**config.mk**
```make
export PLATFORM = sky130hd
export DESIGN_NAME = dslot_core
export DESIGN_NICKNAME = d
export VERILOG_FILES = /design/src/rtl/dsp_pkg.sv /design/src/rtl/dsp_fetch.sv /design/src/rtl/dsp_alu.sv /design/src/rtl/dsp_regfile.sv /design/src/rtl/dslot_core.sv
export SDC_FILE = /design/constraint.sdc
export NUM_CORES = 2
export LEC_CHECK = 0
export ABC_CLOCK_PERIOD_IN_PS = 12300
export BUFFER_PORTS_ARGS = -buffer_cell sky130_fd_sc_hd__buf_4
export CAP_MARGIN = 30
export CORE_MARGIN = 5
export CORE_UTILIZATION = 40
export DETAILED_ROUTE_END_ITERATION = 10
export HOLD_SLACK_MARGIN = 0.12
export PLACE_DENSITY_LB_ADDON = 0.12
export REMOVE_ABC_BUFFERS = 1
export SLEW_MARGIN = 30
export SYNTH_ARGS = -nofsm -noshare
export SYNTH_HDL_FRONTEND = slang
export SYNTH_SLANG_ARGS = --single-unit
```
**constraint.sdc**
```tcl
create_clock -name clk -period 12.3 [get_ports clk]
set_input_delay 1.23 -clock clk [delete_from_list [all_inputs] [get_ports clk]]
set_output_delay 1.23 -clock clk [all_outputs]
set_load 0.02 [all_outputs]
```
**src/rtl/dsp_pkg.sv**
```systemverilog
package dsp_pkg;

    localparam int XLEN  = 32;
    localparam int RW    = 4;
    localparam int NREG  = 1 << RW;
    localparam int IMM_W = 16;
    localparam int SH_W  = $clog2(XLEN);

    typedef enum logic [3:0] {
        OP_NOP   = 4'd0,
        OP_ALU   = 4'd1,
        OP_ADDI  = 4'd2,
        OP_LOAD  = 4'd3,
        OP_STORE = 4'd4,
        OP_BEQZ  = 4'd5,
        OP_BNEZ  = 4'd6,
        OP_JUMP  = 4'd7
    } opcode_e;

    typedef enum logic [2:0] {
        FN_ADD = 3'd0,
        FN_SUB = 3'd1,
        FN_AND = 3'd2,
        FN_OR  = 3'd3,
        FN_XOR = 3'd4,
        FN_SLT = 3'd5,
        FN_SLL = 3'd6,
        FN_SRL = 3'd7
    } alufn_e;

    typedef struct packed {
        opcode_e          op;
        logic [RW-1:0]    rd;
        logic [RW-1:0]    rs1;
        logic [RW-1:0]    rs2;
        logic [IMM_W-1:0] imm;
    } instr_t;

    typedef struct packed {
        logic          wr_alu;
        logic          ld;
        logic          st;
        logic          br_z;
        logic          br_nz;
        logic          jmp;
        logic          use_imm;
        alufn_e        fn;
        logic [RW-1:0] rd;
    } ctl_t;

    function automatic logic [XLEN-1:0] sext_imm(input logic [IMM_W-1:0] v);
        return {{(XLEN-IMM_W){v[IMM_W-1]}}, v};
    endfunction

    // Opcode decode: unknown opcodes fall to the NOP state
    function automatic ctl_t decode(input instr_t ir);
        ctl_t c;
        c    = '0;
        c.fn = FN_ADD;
        c.rd = ir.rd;
        unique case (ir.op)
            OP_ALU: begin
                c.wr_alu = 1'b1;
                c.fn     = alufn_e'(ir.imm[2:0]);
            end
            OP_ADDI: begin
                c.wr_alu  = 1'b1;
                c.use_imm = 1'b1;
            end
            OP_LOAD: begin
                c.ld      = 1'b1;
                c.use_imm = 1'b1;
            end
            OP_STORE: begin
                c.st      = 1'b1;
                c.use_imm = 1'b1;
            end
            OP_BEQZ: c.br_z  = 1'b1;
            OP_BNEZ: c.br_nz = 1'b1;
            OP_JUMP: c.jmp   = 1'b1;
            default: ;
        endcase
        return c;
    endfunction

endpackage

```
**src/rtl/dsp_fetch.sv**
```systemverilog
module dsp_fetch #(
    parameter int AW = 12
) (
    input  logic          clk,
    input  logic          rst,
    input  logic          redirect,
    input  logic [AW-1:0] target,
    output logic [AW-1:0] pc
);

    localparam logic [AW-1:0] STEP = AW'(4);

    // Two transitions: sequential step or redirect to a branch target
    always_ff @(posedge clk) begin
        if (rst) begin
            pc <= '0;
        end else if (redirect) begin
            pc <= target;
        end else begin
            pc <= pc + STEP;
        end
    end

endmodule

```
**src/rtl/dsp_alu.sv**
```systemverilog
module dsp_alu
    import dsp_pkg::*;
(
    input  alufn_e          fn,
    input  logic [XLEN-1:0] a,
    input  logic [XLEN-1:0] b,
    output logic [XLEN-1:0] y
);

    logic [SH_W-1:0] sh;
    assign sh = b[SH_W-1:0];

    always_comb begin
        unique case (fn)
            FN_ADD: y = a + b;
            FN_SUB: y = a - b;
            FN_AND: y = a & b;
            FN_OR:  y = a | b;
            FN_XOR: y = a ^ b;
            FN_SLT: y = {{(XLEN-1){1'b0}}, ($signed(a) < $signed(b))};
            FN_SLL: y = a << sh;
            FN_SRL: y = a >> sh;
            default: y = '0;
        endcase
    end

endmodule

```
**src/rtl/dsp_regfile.sv**
```systemverilog
module dsp_regfile
    import dsp_pkg::*;
(
    input  logic            clk,
    input  logic            rst,
    input  logic [RW-1:0]   ra1,
    input  logic [RW-1:0]   ra2,
    output logic [XLEN-1:0] rd1,
    output logic [XLEN-1:0] rd2,
    input  logic            we_e,
    input  logic [RW-1:0]   wa_e,
    input  logic [XLEN-1:0] wd_e,
    input  logic            we_l,
    input  logic [RW-1:0]   wa_l,
    input  logic [XLEN-1:0] wd_l
);

    logic [NREG-1:0][XLEN-1:0] bank;

    assign bank[0] = '0;

    for (genvar i = 1; i < NREG; i++) begin : g_reg
        logic [XLEN-1:0] q;
        // Execute-stage port is younger, so it wins a same-register collision
        always_ff @(posedge clk) begin
            if (rst) begin
                q <= '0;
            end else if (we_e && (wa_e == RW'(i))) begin
                q <= wd_e;
            end else if (we_l && (wa_l == RW'(i))) begin
                q <= wd_l;
            end
        end
        assign bank[i] = q;
    end

    assign rd1 = bank[ra1];
    assign rd2 = bank[ra2];

    AST_EX_WINS: assert property (@(posedge clk) disable iff (rst)
        (we_e && we_l && (wa_e == wa_l) && (wa_e != '0)) |=> (bank[$past(wa_e)] == $past(wd_e)));

    AST_LOAD_LANDS: assert property (@(posedge clk) disable iff (rst)
        (we_l && !(we_e && (wa_e == wa_l)) && (wa_l != '0)) |=> (bank[$past(wa_l)] == $past(wd_l)));

endmodule

```
**src/rtl/dslot_core.sv**
```systemverilog
module dslot_core
    import dsp_pkg::*;
#(
    parameter int AW = 12
) (
    input  logic            clk,
    input  logic            rst,
    output logic [AW-1:0]   i_addr,
    input  logic [XLEN-1:0] i_rdata,
    output logic [AW-1:0]   d_addr,
    output logic            d_re,
    output logic            d_we,
    output logic [XLEN-1:0] d_wdata,
    input  logic [XLEN-1:0] d_rdata
);

    localparam logic [AW-1:0] STEP = AW'(4);

    // Fetch
    logic [AW-1:0] pc;
    logic          redirect;
    logic [AW-1:0] target;

    // Register-read stage
    logic            r_v;
    logic [AW-1:0]   r_pc;
    instr_t          r_ir;
    ctl_t            r_ctl;
    logic [XLEN-1:0] rv1, rv2;
    logic [AW-1:0]   r_off;

    // Execute stage
    logic            x_v;
    logic            x_wr, x_ld, x_st;
    alufn_e          x_fn;
    logic [RW-1:0]   x_rd;
    logic [XLEN-1:0] x_a, x_b, x_sd;
    logic [XLEN-1:0] alu_y;

    // Memory stage
    logic            m_v;
    logic            m_ld, m_st;
    logic [RW-1:0]   m_rd;
    logic [AW-1:0]   m_addr;
    logic [XLEN-1:0] m_sd;

    dsp_fetch #(.AW(AW)) u_fetch (
        .clk      (clk),
        .rst      (rst),
        .redirect (redirect),
        .target   (target),
        .pc       (pc)
    );

    assign i_addr = pc;

    // Decode and branch resolution in register read
    always_comb begin
        r_ctl    = decode(r_ir);
        r_off    = AW'({sext_imm(r_ir.imm), 2'b00});
        target   = r_pc + STEP + r_off;
        redirect = r_v && (r_ctl.jmp ||
                           (r_ctl.br_z  && (rv1 == '0)) ||
                           (r_ctl.br_nz && (rv1 != '0)));
    end

    dsp_regfile u_rf (
        .clk  (clk),
        .rst  (rst),
        .ra1  (r_ir.rs1),
        .ra2  (r_ir.rs2),
        .rd1  (rv1),
        .rd2  (rv2),
        .we_e (x_v && x_wr),
        .wa_e (x_rd),
        .wd_e (alu_y),
        .we_l (m_ld),
        .wa_l (m_rd),
        .wd_l (d_rdata)
    );

    dsp_alu u_alu (
        .fn (x_fn),
        .a  (x_a),
        .b  (x_b),
        .y  (alu_y)
    );

    // Stage registers
    always_ff @(posedge clk) begin
        if (rst) begin
            r_v    <= 1'b0;
            r_pc   <= '0;
            r_ir   <= '0;
            x_v    <= 1'b0;
            x_wr   <= 1'b0;
            x_ld   <= 1'b0;
            x_st   <= 1'b0;
            x_fn   <= FN_ADD;
            x_rd   <= '0;
            x_a    <= '0;
            x_b    <= '0;
            x_sd   <= '0;
            m_v    <= 1'b0;
            m_ld   <= 1'b0;
            m_st   <= 1'b0;
            m_rd   <= '0;
            m_addr <= '0;
            m_sd   <= '0;
        end else begin
            r_v    <= 1'b1;
            r_pc   <= pc;
            r_ir   <= instr_t'(i_rdata);
            x_v    <= r_v;
            x_wr   <= r_ctl.wr_alu;
            x_ld   <= r_ctl.ld;
            x_st   <= r_ctl.st;
            x_fn   <= r_ctl.fn;
            x_rd   <= r_ctl.rd;
            x_a    <= rv1;
            x_b    <= r_ctl.use_imm ? sext_imm(r_ir.imm) : rv2;
            x_sd   <= rv2;
            m_v    <= x_v;
            m_ld   <= x_v && x_ld;
            m_st   <= x_v && x_st;
            m_rd   <= x_rd;
            m_addr <= alu_y[AW-1:0];
            m_sd   <= x_sd;
        end
    end

    assign d_addr  = m_addr;
    assign d_re    = m_ld;
    assign d_we    = m_st;
    assign d_wdata = m_sd;

    AST_RESET_EMPTY: assert property (@(posedge clk) disable iff (rst)
        $past(rst) |-> ((i_addr == '0) && !d_we && !d_re));

    AST_STAGE_ADVANCE: assert property (@(posedge clk) disable iff (rst)
        x_v |=> m_v);

    AST_DATA_PORT_EXCL: assert property (@(posedge clk) disable iff (rst)
        $onehot0({d_re, d_we}));

    AST_SLOT_FETCHED: assert property (@(posedge clk) disable iff (rst)
        (r_v && (r_ctl.jmp || r_ctl.br_z || r_ctl.br_nz)) |-> (pc == r_pc + STEP));

    AST_TAKEN_TARGET: assert property (@(posedge clk) disable iff (rst)
        redirect |=> (pc == $past(target)));

    AST_FALL_THROUGH: assert property (@(posedge clk) disable iff (rst)
        (r_v && (r_ctl.br_z || r_ctl.br_nz) && !redirect) |=> (pc == $past(pc) + STEP));

endmodule

```
==> flow_summary.html <==
<table>
<tr><th>Metric</th><th>Value</th></tr>
<tr><th colspan="2">Outcome</th></tr>
<tr><td>Result of the run</td><td>finished clean</td></tr>
<tr><th colspan="2">Detailed routing</th></tr>
<tr><td>Vias after detailed routing</td><td>43.65k</td></tr>
<tr><td>Post-detailed-route DRC marker count</td><td>0</td></tr>
<tr><td>Via count normalized by instance count</td><td>between 6 and 7</td></tr>
<tr><td>Drt first-iter violations</td><td>6480</td></tr>
<tr><td>Post-DRT Antenna Nets</td><td>0</td></tr>
<tr><td>Per-cell routed wire length</td><td>32.41 µm</td></tr>
<tr><td>1st-pass router iterations</td><td>8</td></tr>
<tr><td>Sum of routed wire length over all layers</td><td>between 200 and 250 mm</td></tr>
<tr><th colspan="2">Logic synthesis</th></tr>
<tr><td>Sequential fraction of the synthesis area</td><td>32.09%</td></tr>
<tr><td>Largest area contributor in the synthesized netlist</td><td>sky130_fd_sc_hd__dfxtp_1</td></tr>
<tr><td>Area share of the largest cell type after synthesis</td><td>32.09%</td></tr>
<tr><td>Commonest cells in the netlist</td><td>1027 x sky130_fd_sc_hd__nand2_1, 694 x sky130_fd_sc_hd__dfxtp_1, 395 x sky130_fd_sc_hd__clkbuf_1, 394 x sky130_fd_sc_hd__nor2_1, 350 x sky130_fd_sc_hd__a21oi_1</td></tr>
<tr><td>Register bit total from synthesis</td><td>694</td></tr>
<tr><td>Flip-flop cell with the highest count after synthesis</td><td>sky130_fd_sc_hd__dfxtp_1</td></tr>
<tr><td>Count leader, synth</td><td>sky130_fd_sc_hd__nand2_1</td></tr>
<tr><td>Mapped Cells</td><td>5182</td></tr>
<tr><td>Mean area per synthesized cell</td><td>8.355 µm²</td></tr>
<tr><td>Number of flops mapped to enable cells by yosys</td><td>0</td></tr>
<tr><td>Share of flip-flops with an asynchronous set or reset</td><td>0%</td></tr>
<tr><td>Number of unique standard cell types used by synthesis</td><td>88</td></tr>
<tr><td>Synth top area cells</td><td>sky130_fd_sc_hd__dfxtp_1 32%, sky130_fd_sc_hd__mux4_2 13%, sky130_fd_sc_hd__nand2_1 8.9%</td></tr>
<tr><td>Netlist area before placement</td><td>approximately 43000 µm²</td></tr>
<tr><td>Synth Warn #</td><td>0</td></tr>
<tr><th colspan="2">Clock network</th></tr>
<tr><td># Post-CTS Setup Buffers</td><td>0</td></tr>
<tr><td>Number of buffers created by CTS</td><td>82</td></tr>
<tr><td>H-tree lvl count</td><td>3</td></tr>
<tr><td>Clock sink total</td><td>694</td></tr>
<tr><td>Clock tree from TritonCTS</td><td>built</td></tr>
<tr><td>Root Buffer</td><td>sky130_fd_sc_hd__clkbuf_16</td></tr>
<tr><td>Hold buffer count at cts</td><td>0</td></tr>
<tr><td>Number of instances resized during post-cts repair</td><td>0</td></tr>
<tr><td>CTS clk-pin slew, worst paths</td><td>0.07 ns</td></tr>
<tr><td>Buffers from clock root to sink, at most</td><td>3</td></tr>
<tr><td>Source-to-sink clock delay at the later pin of the worst-skew pair</td><td>0.69 ns</td></tr>
<tr><th colspan="2">Min path</th></tr>
<tr><td>Hold Crit Depth</td><td>1</td></tr>
<tr><td>Worst Hold Launch</td><td>x_sd[10]$_SDFF_PP0_</td></tr>
<tr><td>Worst hold path endpoint</td><td>d_wdata[10]$_SDFF_PP0_</td></tr>
<tr><td>Path category of the worst min-delay check</td><td>flip-flop to flip-flop</td></tr>
<tr><th colspan="2">Critical path</th></tr>
<tr><td>Worst R2R Setup Slack</td><td>6.15 ns</td></tr>
<tr><td>Required time worst endpoint</td><td>12.90 ns</td></tr>
<tr><td>Setup Crit Path Kind</td><td>flip-flop to flip-flop</td></tr>
<tr><td>Category of the worst setup path capture point</td><td>flip-flop</td></tr>
<tr><td>Timing startpoint of the critical path</td><td>r_ir[20]$_SDFF_PP0_</td></tr>
<tr><td>Number of cell instances on the worst register-to-register path</td><td>12</td></tr>
<tr><td>Critical path peak fanout</td><td>47</td></tr>
<tr><td>Arrival time at the worst endpoint</td><td>6.74 ns</td></tr>
<tr><td>End of the worst register-to-register path</td><td>u_fetch.pc[2]$_SDFF_PP0_</td></tr>
<tr><td>Reg-to-reg critical path startpoint</td><td>r_ir[20]$_SDFF_PP0_</td></tr>
<tr><td>CP startpoint kind</td><td>flip-flop</td></tr>
<tr><th colspan="2">Power</th></tr>
<tr><td>Peak VDD IR</td><td>0.1067 mV</td></tr>
<tr><td>Tot Pwr</td><td>5468 µW</td></tr>
<tr><td>Power per unit of standard cell area</td><td>113.7 nW/µm²</td></tr>
<tr><td>Lkg Pwr</td><td>0.01689 µW</td></tr>
<tr><th colspan="2">Die</th></tr>
<tr><td>Horizontal extent of the die</td><td>339.0 µm</td></tr>
<tr><td>Area of the placeable core</td><td>107400 µm²</td></tr>
<tr><td>Height of the chip</td><td>~340 µm</td></tr>
<tr><td>Boundary pin count</td><td>between 100 and 150</td></tr>
<tr><td>Area enclosed by the die boundary</td><td>around 110000 µm²</td></tr>
<tr><td>Starting Density</td><td>between 40 and 50%</td></tr>
<tr><td>Cell row count</td><td>120</td></tr>
<tr><th colspan="2">GRT</th></tr>
<tr><td>GR Overflow Total</td><td>0</td></tr>
<tr><td>Number of global-route vias before repair</td><td>41.41k</td></tr>
<tr><td>Antenna violations before repair</td><td>17</td></tr>
<tr><td>Maximum number of pins on one net before global-route repair</td><td>around 170</td></tr>
<tr><td>First-pass GRT wire length</td><td>300.3 mm</td></tr>
<tr><td>Global router's overall resource usage</td><td>35.02%</td></tr>
<tr><th colspan="2">STA</th></tr>
<tr><td>Fmax achieved</td><td>162.7 MHz</td></tr>
<tr><td>Final hold violations</td><td>0</td></tr>
<tr><td>Shortest clock period the worst path allows after layout</td><td>6.147 ns</td></tr>
<tr><td>Setup repair after global routing missed its margin</td><td>false</td></tr>
<tr><td>Transition time at the pin with the least slew margin</td><td>1.050 ns</td></tr>
<tr><td>Final cycle utilization of the critical path</td><td>49.98%</td></tr>
<tr><td>Final count of pins violating max slew</td><td>0</td></tr>
<tr><td>Final setup violating endpoints</td><td>0</td></tr>
<tr><td>Worst slew margin relative to its limit</td><td>between 20% and 30%</td></tr>
<tr><td>Total negative slack</td><td>0 ns</td></tr>
<tr><td>Final setup skew</td><td>0.03212 ns</td></tr>
<tr><th colspan="2">Layout</th></tr>
<tr><td>Layout cell share with drive strength beyond 1</td><td>16.62%</td></tr>
<tr><td>Total Nets Final</td><td>5209</td></tr>
<tr><td>Count of non-filler cells in the finished layout</td><td>6500</td></tr>
<tr><td>Area growth, synth to finish</td><td>11.12%</td></tr>
<tr><th colspan="2">Placement</th></tr>
<tr><td>Final HPWL from detailed placement</td><td>129.7 mm</td></tr>
<tr><td>RD Place Congestion</td><td>0.9667</td></tr>
<tr><td>Port Buf Inserts</td><td>between 100 and 150</td></tr>
<tr><td>Dpl cells</td><td>approximately 6.3k</td></tr>
<tr><th colspan="2">Job</th></tr>
<tr><td>Number of violations of the max-capacitance limit</td><td>0</td></tr>
</table>
worst max-delay path by stage:
| stage | endpoint | slack (ns) | cells past startpoint |
|---|---|---|---|
| 6_report | u_fetch.pc[2]$_SDFF_PP0_ | 6.15 | 12 |
| 5_1_grt | u_fetch.pc[2]$_SDFF_PP0_ | 5.88 | 12 |
| 2_1_floorplan | u_fetch.pc[2]$_SDFF_PP0_ | 3.47 | 9 |
| 3_5_place_dp | u_fetch.pc[2]$_SDFF_PP0_ | 6.37 | 12 |
| 3_3_place_gp | u_fetch.pc[2]$_SDFF_PP0_ | 6.38 | 12 |
| 4_1_cts | u_fetch.pc[2]$_SDFF_PP0_ | 6.36 | 12 |
critical path, stage by stage, from the launching register on:
cell and delay, ns:
sky130_fd_sc_hd__dfxtp_4 0.80, sky130_fd_sc_hd__buf_4 0.68, sky130_fd_sc_hd__buf_4 0.74, sky130_fd_sc_hd__mux4_2 0.60, sky130_fd_sc_hd__a22oi_1 0.19, sky130_fd_sc_hd__o31a_1 0.31
sky130_fd_sc_hd__o211ai_1 0.14, sky130_fd_sc_hd__nor3_1 0.65, sky130_fd_sc_hd__nand4_1 0.35, sky130_fd_sc_hd__o31a_1 0.40, sky130_fd_sc_hd__o21ai_4 0.56, sky130_fd_sc_hd__mux2_1 0.38
sky130_fd_sc_hd__nor2_1 0.08
layout by cell type (no fill, tap or decap), types with 12 or more instances in the layout:
| master | count |
|---|---|
| sky130_fd_sc_hd__o21bai_1 | 12 |
| sky130_fd_sc_hd__a211oi_1 | 195 |
| sky130_fd_sc_hd__dfxtp_1 | 681 |
| sky130_fd_sc_hd__and2_1 | 62 |
| sky130_fd_sc_hd__nor2_4 | 20 |
| sky130_fd_sc_hd__clkbuf_16 | 84 |
| sky130_fd_sc_hd__nand2_2 | 17 |
| sky130_fd_sc_hd__mux2i_1 | 88 |
| sky130_fd_sc_hd__o22ai_1 | 47 |
| sky130_fd_sc_hd__mux2_2 | 80 |
| sky130_fd_sc_hd__inv_1 | 113 |
| sky130_fd_sc_hd__nor3_1 | 64 |
| sky130_fd_sc_hd__a21oi_1 | 346 |
| sky130_fd_sc_hd__nand3_1 | 129 |
| sky130_fd_sc_hd__and3_1 | 157 |
| sky130_fd_sc_hd__nor2b_1 | 100 |
| sky130_fd_sc_hd__nand2b_1 | 21 |
| sky130_fd_sc_hd__mux4_2 | 251 |
| sky130_fd_sc_hd__a22oi_1 | 54 |
| sky130_fd_sc_hd__nor2_1 | 371 |
| sky130_fd_sc_hd__or3_1 | 14 |
| sky130_fd_sc_hd__clkbuf_8 | 13 |
| sky130_fd_sc_hd__a22o_1 | 41 |
| sky130_fd_sc_hd__a31oi_1 | 14 |
| sky130_fd_sc_hd__nor4_1 | 31 |
| sky130_fd_sc_hd__nand2_1 | 1008 |
| sky130_fd_sc_hd__o21ai_0 | 116 |
| sky130_fd_sc_hd__xnor2_1 | 35 |
| sky130_fd_sc_hd__clkbuf_1 | 16 |
| sky130_fd_sc_hd__a221o_1 | 14 |
| sky130_fd_sc_hd__a221oi_1 | 128 |
| sky130_fd_sc_hd__clkinv_2 | 21 |
| sky130_fd_sc_hd__o211ai_1 | 28 |
| sky130_fd_sc_hd__buf_4 | 264 |
| sky130_fd_sc_hd__a311oi_1 | 88 |
| sky130_fd_sc_hd__ha_1 | 115 |
routing by layer:
layer / global-route usage (%) / vias up / part of all wire, %
met3: 10.28 / 710 / 12
met2: 52.96 / 2885 / 43
met1: 44.98 / 21500 / 39
li1: - / 18530 / -
met4: 19.28 / 16 / 6.3
met5: 0 / - / 0.053
sequential cells by signal, summed over array words and instances, names as in the netlist, 28 cells and up:
name / cells
x_sd: 32
u_rf.g.q: 480
r_ir: 28
d_wdata: 32
x_a: 32
x_b: 32
area by class of cell:
cell class | instances | area (µm²)
multi-input combinational | 3862 | 27260
clock inverter | 36 | 340.3
tap | 1403 | 1755
sequential | 694 | 13930
timing repair buffer | 266 | 2017
antenna | 7 | 17.52
fill | 10580 | 59240
clock buffer | 113 | 2341
inverter | 119 | 449.2
stage by stage:
stage	hold slack, ns	area [µm²]	utilization (%)	setup WS (ns)
6_report	0.4288	48110	44.81	6.153
5_1_grt	0.4464	48100	44.81	5.885
4_1_cts	0.4350	48090	44.79	6.357
3_5_place_dp	0.4220	45400	42.29	6.370
3_3_place_gp	0.4170	45380	42.27	6.383
2_1_floorplan	0.4138	41200	-	3.467
power breakdown:
part,internal [µW],total [µW],switching [µW]
clock,1420,2490,1070
combinational,202,654,451
sequential,2270,2320,49.9
total,3890,5470,1580
cells by family after synthesis:
| group | Yosys count | share of synthesized area, % |
|---|---|---|
| compound gates | 1221 | 19.47 |
| fa+ha+maj | 118 | 3.462 |
| mux | 420 | 17.20 |
| simple gates | 2063 | 21.09 |
| xor+xnor | 40 | 0.8092 |
| flops | 694 | 32.09 |
| buf+inv | 626 | 5.875 |
(Power assumes the default switching activity.)
